[config.mk]
export PLATFORM = sky130hd
export DESIGN_NAME = trq_replay_trigger
export DESIGN_NICKNAME = d
export VERILOG_FILES = /design/src/rtl/trq_pkg.sv /design/src/rtl/trq_sync.sv /design/src/rtl/trq_edge.sv /design/src/rtl/trq_ext_qual.sv /design/src/rtl/trq_out_stretch.sv /design/src/rtl/trq_replay_trigger.sv
export SDC_FILE = /design/constraint.sdc
export NUM_CORES = 1
export LEC_CHECK = 0
export BUFFER_PORTS_ARGS = -buffer_cell sky130_fd_sc_hd__buf_4
export CORE_MARGIN = 4
export CORE_UTILIZATION = 25
export CTS_CLUSTER_DIAMETER = 150
export DETAILED_ROUTE_END_ITERATION = 8
export SYNTH_ARGS = -nofsm -noshare
export SYNTH_HDL_FRONTEND = slang
export SYNTH_SLANG_ARGS = --single-unit
export TNS_END_PERCENT = 100
[constraint.sdc]
create_clock -name clk -period 2.6 [get_ports clk]
set_input_delay 0.52 -clock clk [delete_from_list [all_inputs] [get_ports clk]]
set_output_delay 0.52 -clock clk [all_outputs]
set_load 0.02 [all_outputs]
[src/rtl/trq_pkg.sv]
package trq_pkg;
  localparam int unsigned TRQ_BUS_LINES   = 6;
  localparam int unsigned TRQ_SYNC_STAGES = 2;
  localparam int unsigned TRQ_EXT_MIN_PER = 2;
  localparam int unsigned TRQ_OUT_HOLD    = 4;

  typedef enum logic {
    TRQ_EDGE_RISE = 1'b0,
    TRQ_EDGE_FALL = 1'b1
  } trq_edge_e;
endpackage

[src/rtl/trq_sync.sv]
module trq_sync #(
  parameter int unsigned WIDTH  = 1,
  parameter int unsigned STAGES = 2
) (
  input  logic             clk,
  input  logic             rst_n,
  input  logic [WIDTH-1:0] async_i,
  output logic [WIDTH-1:0] sync_o
);
  logic [STAGES-1:0][WIDTH-1:0] stage_q;

  always_ff @(posedge clk or negedge rst_n) begin
    if (!rst_n) begin
      stage_q[0] <= '0;
    end else begin
      stage_q[0] <= async_i;
    end
  end

  genvar s;
  generate
    for (s = 1; s < STAGES; s++) begin : g_stage
      always_ff @(posedge clk or negedge rst_n) begin
        if (!rst_n) begin
          stage_q[s] <= '0;
        end else begin
          stage_q[s] <= stage_q[s-1];
        end
      end
    end
  endgenerate

  assign sync_o = stage_q[STAGES-1];
endmodule

[src/rtl/trq_edge.sv]
module trq_edge #(
  parameter int unsigned WIDTH = 1
) (
  input  logic             clk,
  input  logic             rst_n,
  input  logic [WIDTH-1:0] lvl_i,
  input  logic [WIDTH-1:0] en_i,
  output logic             hit_o
);
  logic [WIDTH-1:0] prev_q;
  logic [WIDTH-1:0] rise;

  always_ff @(posedge clk or negedge rst_n) begin
    if (!rst_n) begin
      prev_q <= '0;
    end else begin
      prev_q <= lvl_i;
    end
  end

  genvar i;
  generate
    for (i = 0; i < WIDTH; i++) begin : g_line
      assign rise[i] = lvl_i[i] & ~prev_q[i] & en_i[i];
    end
  endgenerate

  assign hit_o = |rise;

  // a hit needs an enabled line that was low one cycle earlier and is high now
  p_edge_needs_rise_r4: assert property (@(posedge clk) disable iff (!rst_n)
    hit_o |-> ((lvl_i & en_i & ~prev_q) != '0));
endmodule

[src/rtl/trq_ext_qual.sv]
module trq_ext_qual #(
  parameter int unsigned MIN_PERIODS = 2
) (
  input  logic clk,
  input  logic rst_n,
  input  logic lvl_i,
  input  logic fall_sel_i,
  output logic fire_o
);
  import trq_pkg::*;

  localparam int unsigned NEED  = MIN_PERIODS + 1;
  localparam int unsigned CNT_W = $clog2(NEED + 1);
  localparam logic [CNT_W-1:0] CNT_LAST = CNT_W'(NEED - 1);
  localparam logic [CNT_W-1:0] CNT_SAT  = CNT_W'(NEED);

  logic             active;
  logic [CNT_W-1:0] cnt_q, cnt_n;
  logic             idle_q, idle_n;
  trq_edge_e        pol;

  assign pol    = trq_edge_e'(fall_sel_i);
  assign active = (pol == TRQ_EDGE_FALL) ? ~lvl_i : lvl_i;

  always_comb begin
    cnt_n  = cnt_q;
    idle_n = idle_q;
    if (!active) begin
      cnt_n  = '0;
      idle_n = 1'b1;
    end else if (idle_q && (cnt_q != CNT_SAT)) begin
      cnt_n = cnt_q + 1'b1;
    end
  end

  always_ff @(posedge clk or negedge rst_n) begin
    if (!rst_n) begin
      cnt_q  <= '0;
      idle_q <= 1'b0;
    end else begin
      cnt_q  <= cnt_n;
      idle_q <= idle_n;
    end
  end

  assign fire_o = active && idle_q && (cnt_q == CNT_LAST);

  // a qualified edge has held its active level on three consecutive samples
  p_ext_min_width_r6: assert property (@(posedge clk) disable iff (!rst_n)
    fire_o |-> (active && $past(active) && $past(active, 2)));

  // one qualified event per pulse
  p_ext_once_r7: assert property (@(posedge clk) disable iff (!rst_n)
    fire_o |=> !fire_o);
endmodule

[src/rtl/trq_out_stretch.sv]
module trq_out_stretch #(
  parameter int unsigned HOLD = 4
) (
  input  logic clk,
  input  logic rst_n,
  input  logic arm_i,
  input  logic out_en_i,
  input  logic trig_i,
  output logic pin_o
);
  localparam int unsigned CNT_W = $clog2(HOLD + 1);

  logic [CNT_W-1:0] cnt_q, cnt_n;
  logic             done_q, done_n;
  logic             pin_q, pin_n;
  logic             start;

  assign start = trig_i && out_en_i && !done_q;

  always_comb begin
    cnt_n  = cnt_q;
    done_n = done_q;
    if (!arm_i) begin
      done_n = 1'b0;
    end
    if (start) begin
      cnt_n  = CNT_W'(HOLD);
      done_n = 1'b1;
    end else if (cnt_q != '0) begin
      cnt_n = cnt_q - 1'b1;
    end
    pin_n = (cnt_n != '0);
  end

  always_ff @(posedge clk or negedge rst_n) begin
    if (!rst_n) begin
      cnt_q  <= '0;
      done_q <= 1'b0;
      pin_q  <= 1'b0;
    end else begin
      cnt_q  <= cnt_n;
      done_q <= done_n;
      pin_q  <= pin_n;
    end
  end

  assign pin_o = pin_q;

  // the pin only starts after an enabled trigger
  p_out_needs_en_r10: assert property (@(posedge clk) disable iff (!rst_n)
    $rose(pin_o) |-> ($past(out_en_i) && $past(trig_i)));

  // the pin stays high past its first cycle
  p_out_hold_r9: assert property (@(posedge clk) disable iff (!rst_n)
    $rose(pin_o) |=> pin_o);
endmodule

[src/rtl/trq_replay_trigger.sv]
module trq_replay_trigger #(
  parameter int unsigned BUS_LINES   = trq_pkg::TRQ_BUS_LINES,
  parameter int unsigned SYNC_STAGES = trq_pkg::TRQ_SYNC_STAGES,
  parameter int unsigned EXT_MIN_PER = trq_pkg::TRQ_EXT_MIN_PER,
  parameter int unsigned OUT_HOLD    = trq_pkg::TRQ_OUT_HOLD
) (
  input  logic                 clk,
  input  logic                 rst_n,
  input  logic                 arm_i,
  input  logic                 ext_trig_i,
  input  logic                 ext_fall_i,
  input  logic                 ext_en_i,
  input  logic                 sw_strobe_i,
  input  logic                 sw_en_i,
  input  logic [BUS_LINES-1:0] bus_trig_i,
  input  logic [BUS_LINES-1:0] bus_en_i,
  input  logic                 star_trig_i,
  input  logic                 star_en_i,
  input  logic                 tout_en_i,
  output logic                 trig_pulse_o,
  output logic                 trig_out_o
);
  localparam int unsigned ASYNC_W = BUS_LINES + 2;

  logic [ASYNC_W-1:0] async_raw, async_sync;
  logic               ext_lvl, star_lvl;
  logic [BUS_LINES-1:0] bus_lvl;
  logic               ext_fire, bus_hit, star_hit, sw_hit;
  logic               any_fire;
  logic               trig_q, trig_n;

  assign async_raw = {star_trig_i, bus_trig_i, ext_trig_i};

  trq_sync #(.WIDTH(ASYNC_W), .STAGES(SYNC_STAGES)) u_sync (
    .clk     (clk),
    .rst_n   (rst_n),
    .async_i (async_raw),
    .sync_o  (async_sync)
  );

  assign ext_lvl  = async_sync[0];
  assign bus_lvl  = async_sync[BUS_LINES:1];
  assign star_lvl = async_sync[ASYNC_W-1];

  trq_ext_qual #(.MIN_PERIODS(EXT_MIN_PER)) u_ext (
    .clk        (clk),
    .rst_n      (rst_n),
    .lvl_i      (ext_lvl),
    .fall_sel_i (ext_fall_i),
    .fire_o     (ext_fire)
  );

  trq_edge #(.WIDTH(BUS_LINES)) u_bus (
    .clk   (clk),
    .rst_n (rst_n),
    .lvl_i (bus_lvl),
    .en_i  (bus_en_i),
    .hit_o (bus_hit)
  );

  trq_edge #(.WIDTH(1)) u_star (
    .clk   (clk),
    .rst_n (rst_n),
    .lvl_i (star_lvl),
    .en_i  (star_en_i),
    .hit_o (star_hit)
  );

  assign sw_hit   = sw_strobe_i & sw_en_i;
  assign any_fire = (ext_fire & ext_en_i) | bus_hit | star_hit | sw_hit;

  always_comb begin
    trig_n = arm_i & any_fire;
  end

  always_ff @(posedge clk or negedge rst_n) begin
    if (!rst_n) begin
      trig_q <= 1'b0;
    end else begin
      trig_q <= trig_n;
    end
  end

  assign trig_pulse_o = trig_q;

  trq_out_stretch #(.HOLD(OUT_HOLD)) u_out (
    .clk      (clk),
    .rst_n    (rst_n),
    .arm_i    (arm_i),
    .out_en_i (tout_en_i),
    .trig_i   (trig_q),
    .pin_o    (trig_out_o)
  );

  // nothing fires out of an unarmed cycle
  p_no_trig_unarmed_r8: assert property (@(posedge clk) disable iff (!rst_n)
    !arm_i |=> !trig_pulse_o);

  // an enabled software strobe while armed reaches the output next cycle
  p_sw_path_r3: assert property (@(posedge clk) disable iff (!rst_n)
    (sw_strobe_i && sw_en_i && arm_i) |=> trig_pulse_o);
endmodule

# Yosys cells after proc, flatten, opt, wreduce, memory -nomap -nowiden
# Cells that the tools add are included.
op_classes:
  addsub: 2
  eq_ne: 4
  muxes: 7
  bitwise: 28
  n_reduce_logical: 9
ops:
  columns: ["op", "n"]
  rows:
  - ["1-bit bitwise AND", 17]
  - ["1-bit NOT", 8]
  - ["3-bit two-way mux", 2]
  - ["3-bit nonzero test", 2]
  - ["6-bit OR reduction", 1]
  - ["1-bit logical AND", 5]
  - ["2-bit two-way mux", 2]
  - ["2-bit != test (second input constant)", 2]
  - ["1-bit two-way mux", 3]
  - ["1-bit OR", 3]
  - ["3-bit by 1-bit subtractor with 3-bit output (second input constant)", 1]
  - ["2-bit by 1-bit adder with 2-bit output (second input constant)", 1]
  - ["2-bit equality test (second input constant)", 1]
  - ["2-bit by 1-bit != test with 1-bit output (second input constant)", 1]
  - ["1-bit logical NOT", 1]
word_totals:
  register_bits: 32
  inputBits: 23
  out_inout_bits: 2
  wordCells: 60

# Logic depth before layout (Yosys ltp)
depth:
  ltp_word: 9
  mapped_depth: 6
  depth_no_buf: 6

# Cells and area by module
# From an unflattened synthesis, not the netlist that was laid out.
unflattened:
  cells_unflattened: 85
  area_unflattened_um2: 1173.6
modules_own_cells:
  columns: ["module", "n_inst", "cells_each", "area_per_inst_um2", "seq_area_each_um2"]
  rows:
  - ["trq_sync", 1, 24, 460.4, 400.4]
  - ["trq_out_stretch", 1, 24, 261.5, 125.1]
  - ["trq_edge at u_bus", 1, 16, 197.7, 150.1]
  - ["trq_ext_qual", 1, 16, 177.7, 75.1]
  - ["trq_replay_trigger", 1, 3, 42.5, 25.0]
  - ["trq_edge at u_star", 1, 2, 33.8, 25.0]

# Worst setup path before layout
# OpenSTA, ideal clock, no wires.
synth_timing:
  kind: "reg2reg"
  from: "register u_out.cnt_q[0]"
  to: "register u_out.pin_q (netlist: u_out.pin_o)"
  setup_ns: 0.131
  arrival_ns: 1.356
  t_required_ns: 2.469
  path_slack_ns: 1.113
  stages_incl_launch_ff: 7
  path_buffers: 0
  period_less_slack_ns: 1.487
  path_cell_list: "dfrtp_1 inv_1 ha_1 ha_1 and3b_1 a31oi_1 or3_1"
synth_via:
  elab_chain_cells: 4
  elab_cells_between_ends: 5
  classes_between: "add/sub (1); mux (2); reduce/logical (2)"
synth_lines:
  columns: ["element", "line", "text"]
  rows:
  - ["start: declaration", "trq_out_stretch.sv:13", "logic [CNT_W-1:0] cnt_q, cnt_n;"]
  - ["start signal: assignment", "trq_out_stretch.sv:41", "cnt_q <= cnt_n;"]
  - ["3-bit by 1-bit subtractor with 3-bit output / 3-bit nonzero test (equally long branches)", "trq_out_stretch.sv:30, trq_out_stretch.sv:29", null]
  - ["3-bit two-way mux *", "trq_out_stretch.sv:29", "end else if (cnt_q != '0) begin"]
  - ["3-bit two-way mux *", "trq_out_stretch.sv:26", "if (start) begin"]
  - ["3-bit nonzero test *", "trq_out_stretch.sv:32", "pin_n = (cnt_n != '0);"]
  - ["via u_out.pin_n", "trq_out_stretch.sv:15", "logic pin_q, pin_n;"]
  - ["end signal: assignment", "trq_out_stretch.sv:43", "pin_q <= pin_n;"]
  - ["end: declaration", "trq_out_stretch.sv:15", null]
# The timed path passes the listed nets; every way through them passes the cells marked *.
# A chain may end at the register's enable or synchronous reset.

# Worst setup path after layout
# Same ends and word-level chain as after synthesis.

==> run_results.csv <==
group,metric,value,unit
layout,area_delta_synth_final,32.49,%
power,pwr-share-clk,0.358,
global_routing,grt_max_degree,33,
layout,final_nets,136,
sta,relSlewSlack,0.7365,
detailed_routing,dr_total_vias,647,
critical_path,max_stage_delay,0.38,ns
synthesis,ys_seq_elements,32,
layout,diodes,0,
critical_path,cp_common_cell,"ha_1",
clock_network,cts_setup_buffers,0,
clock_network,clkTransAtPathRegs,0.07,ns
clock_network,cts_root_buf,"clkbuf_8",
power,internal_power,960.4,uW
clock_network,postCtsHoldBufs,0,
power,power_density,898.5,nW/um^2
floorplanning,boundaryPins,25,
detailed_routing,wl_met3,130,um
synthesis,yosys_warnings,0,
synthesis,syn_inst,77,
detailed_routing,wl_per_cell,11.92,um
critical_path,r2r_start,"u_out.cnt_q[0]",
floorplanning,fp.dieW,74.03,um
global_routing,track_usage,0.08208,
sta,min_period_over_period,0.6197,
detailed_routing,firstDrtPassIters,2,
sta,finalMaxSlewViolations,0,
outcome,status,"complete, no violations",
global_routing,overflow,0,
detailed_routing,drtIter0Drc,13,
sta,tightest_slew,0.3952,ns
sta,finalHoldViolations,0,
critical_path,path_class,"reg2reg",
clock_network,cts_resized,0,
power,p_comb_frac,0.185,
synthesis,seq_area_frac_synth,0.7348,
sta,fmax,620.6,MHz
detailed_routing,ant_nets,0,
sta,fin_crit,1.611,ns
sta,fin_hold_ws,0.1631,ns
clock_network,cts_buffer_depth,2,
detailed_routing,dr.max_layer_used,"met4",
layout,drive_gt1_frac,0.3211,
sta,final-setup-viol-count,0,
floorplanning,die_y,74.03,um
floorplanning,rows,23,
run,cap_violations,0,
detailed_routing,drc_errors,0,
critical_path,cp.arrival,1.77,ns
worst_hold_path,hold_class,"in2async",
layout,num-fill-cells,395,
synthesis,synth_cell_type_count,20,
clock_network,cts_tree,"yes",
global_routing,antenna_found_initial,0,
power,seqPwrFrac,0.457,
critical_path,worstPathCellList,"inv_1, ha_1, ha_1, and3b_1, a31oi_1, or3_1",
placed_design,routabilityCongestion,0.6862,
clock_network,cts_buffers,5,
placed_design,dp.cells,151,
critical_path,cp_max_fo,5,
global_routing,grt_pass1_wl,3.263,mm
critical_path,crit_path_start_kind,"flop",
global_routing,grt_pass1_vias,758,
detailed_routing,wl_met1,776,um
synthesis,syn_nets,105,
critical_path,cpMaxStageDelayCell,"dfrtp_1",
power,p_total,1.297,mW
power,switchingPower,336.9,uW
layout,final_common_cell,"dfrtp_1",
clock_network,cts.htree.levels,2,
placed_design,placed_cell_area,1333,um^2
synthesis,syn_avg_cell_area,14.15,um^2
power,switching_share,0.2597,
power,vdd_drop_max,419.7,uV
clock_network,clk_latency,0.28,ns
critical_path,cp.required,2.76,ns
detailed_routing,vias_per_cell,4.069,
synthesis,synth_area,1090,um^2
detailed_routing,routed_wl,1.896,mm
clock_network,clkSinkCount,32,
critical_path,crit_start,"u_out.cnt_q[0]",
sta,tns,0,ns
sta,skew,0.005301,ns
layout,instances_no_fill,159,
floorplanning,start_util,0.2648,
detailed_routing,met2_length,967,um
placed_design,dp_hpwl,1.426,mm
sta,rsz0062_at_grt,"false",
power,p_leak,0.6949,nW
floorplanning,coreArea,4115,um^2
layout,final_cell_mix,"dfrtp_1, buf_4, nand2_1, nor2_1",
placed_design,io_buffers,24,
critical_path,worstSetupEndpointType,"flop",
floorplanning,dieArea,5480,um^2
layout,design_area,1444,um^2
critical path, delay by kind of cell, from the launching register on:
kind | cells | cell delay, ns
flops | 1 | 0.38
simple gates | 2 | 0.54
fa+ha+maj | 2 | 0.47
compound gates | 1 | 0.04
buf+inv | 1 | 0.07
sequential cells by signal, summed over array words and instances, names as in the netlist, 2 cells and up:
register        flops
u_bus.prev_q        6
u_ext.cnt_q         2
u_out.cnt_q         3
u_sync.stage_q      8
u_sync.sync_o       8
cell usage after synthesis, drive strengths merged:
cell	number	area, um^2
a21o	1	7.510
a21oi	3	15.01
a31oi	1	6.260
and3b	1	8.760
dfrtp	32	800.8
ha	5	62.56
inv	5	18.77
nand2	7	26.28
nand2b	2	12.51
nand3	1	5.000
nand3b	3	22.52
nand4	1	6.260
nor2	6	22.52
nor3b	1	7.510
o22ai	2	12.51
o41a	1	11.26
or2	2	12.51
or3	1	6.260
xnor2	1	16.27
xor2	1	8.760
worst paths after layout:
| kind | to | cells after the start | slack (ns) |
|---|---|---|---|
| setup / recovery | u_out.pin_o | 6 | 0.99 |
| hold / removal | u_bus.prev_q[0] | 1 | 0.16 |
| setup reg to reg | u_out.pin_o | 6 | 0.99 |
| hold reg to reg | u_sync.sync_o[6] | 0 | 0.35 |
| max in group asynchronous | u_out.done_q | 1 | 2.15 |
| min in group clk | u_sync.stage_q[0] | 1 | 0.34 |
power groups by stage:
stage               clock network [mW]  logic (mW)  registers (mW)
floorplan                            0       0.155           0.600
global placement                     0       0.221           0.595
detailed placement                   0       0.242           0.601
CTS                              0.478       0.245           0.592
global route                     0.501       0.277           0.599
finish                           0.465       0.240           0.592
routing by layer:
layer	track usage	vias to the layer above
met5	0	-
met4	0.04024	0
met3	0.04054	3
met2	0.1339	22
met1	0.08874	308
li1	-	314
stage by stage:
stage                     setup WS [ns]  utilization
after detailed placement          1.000       0.3238
after CTS                        0.9847       0.3509
after global routing             0.9151       0.3509
final                            0.9888       0.3509
after global placement            1.098       0.3238
after floorplan                   1.113            -
area by class of cell:
cell class                      count  area, um^2  share of cell area
Clock buffer                        5       68.82             0.04766
Clock inverter                      3       42.54             0.02946
Inverter                            5       18.77             0.01300
Multi-Input combinational cell     40       270.3              0.1872
Sequential cell                    32       800.8              0.5546
Tap cell                           50       62.56             0.04333
Timing Repair Buffer               24       180.2              0.1248
cells by family after synthesis:
group	Yosys count	share of synthesized area
flops	32	0.7348
simple gates	25	0.1194
compound gates	8	0.04822
buf+inv	5	0.01722
fa+ha+maj	5	0.05741
xor+xnor	2	0.02297
Note: power is estimated with default switching activity, not from simulation.
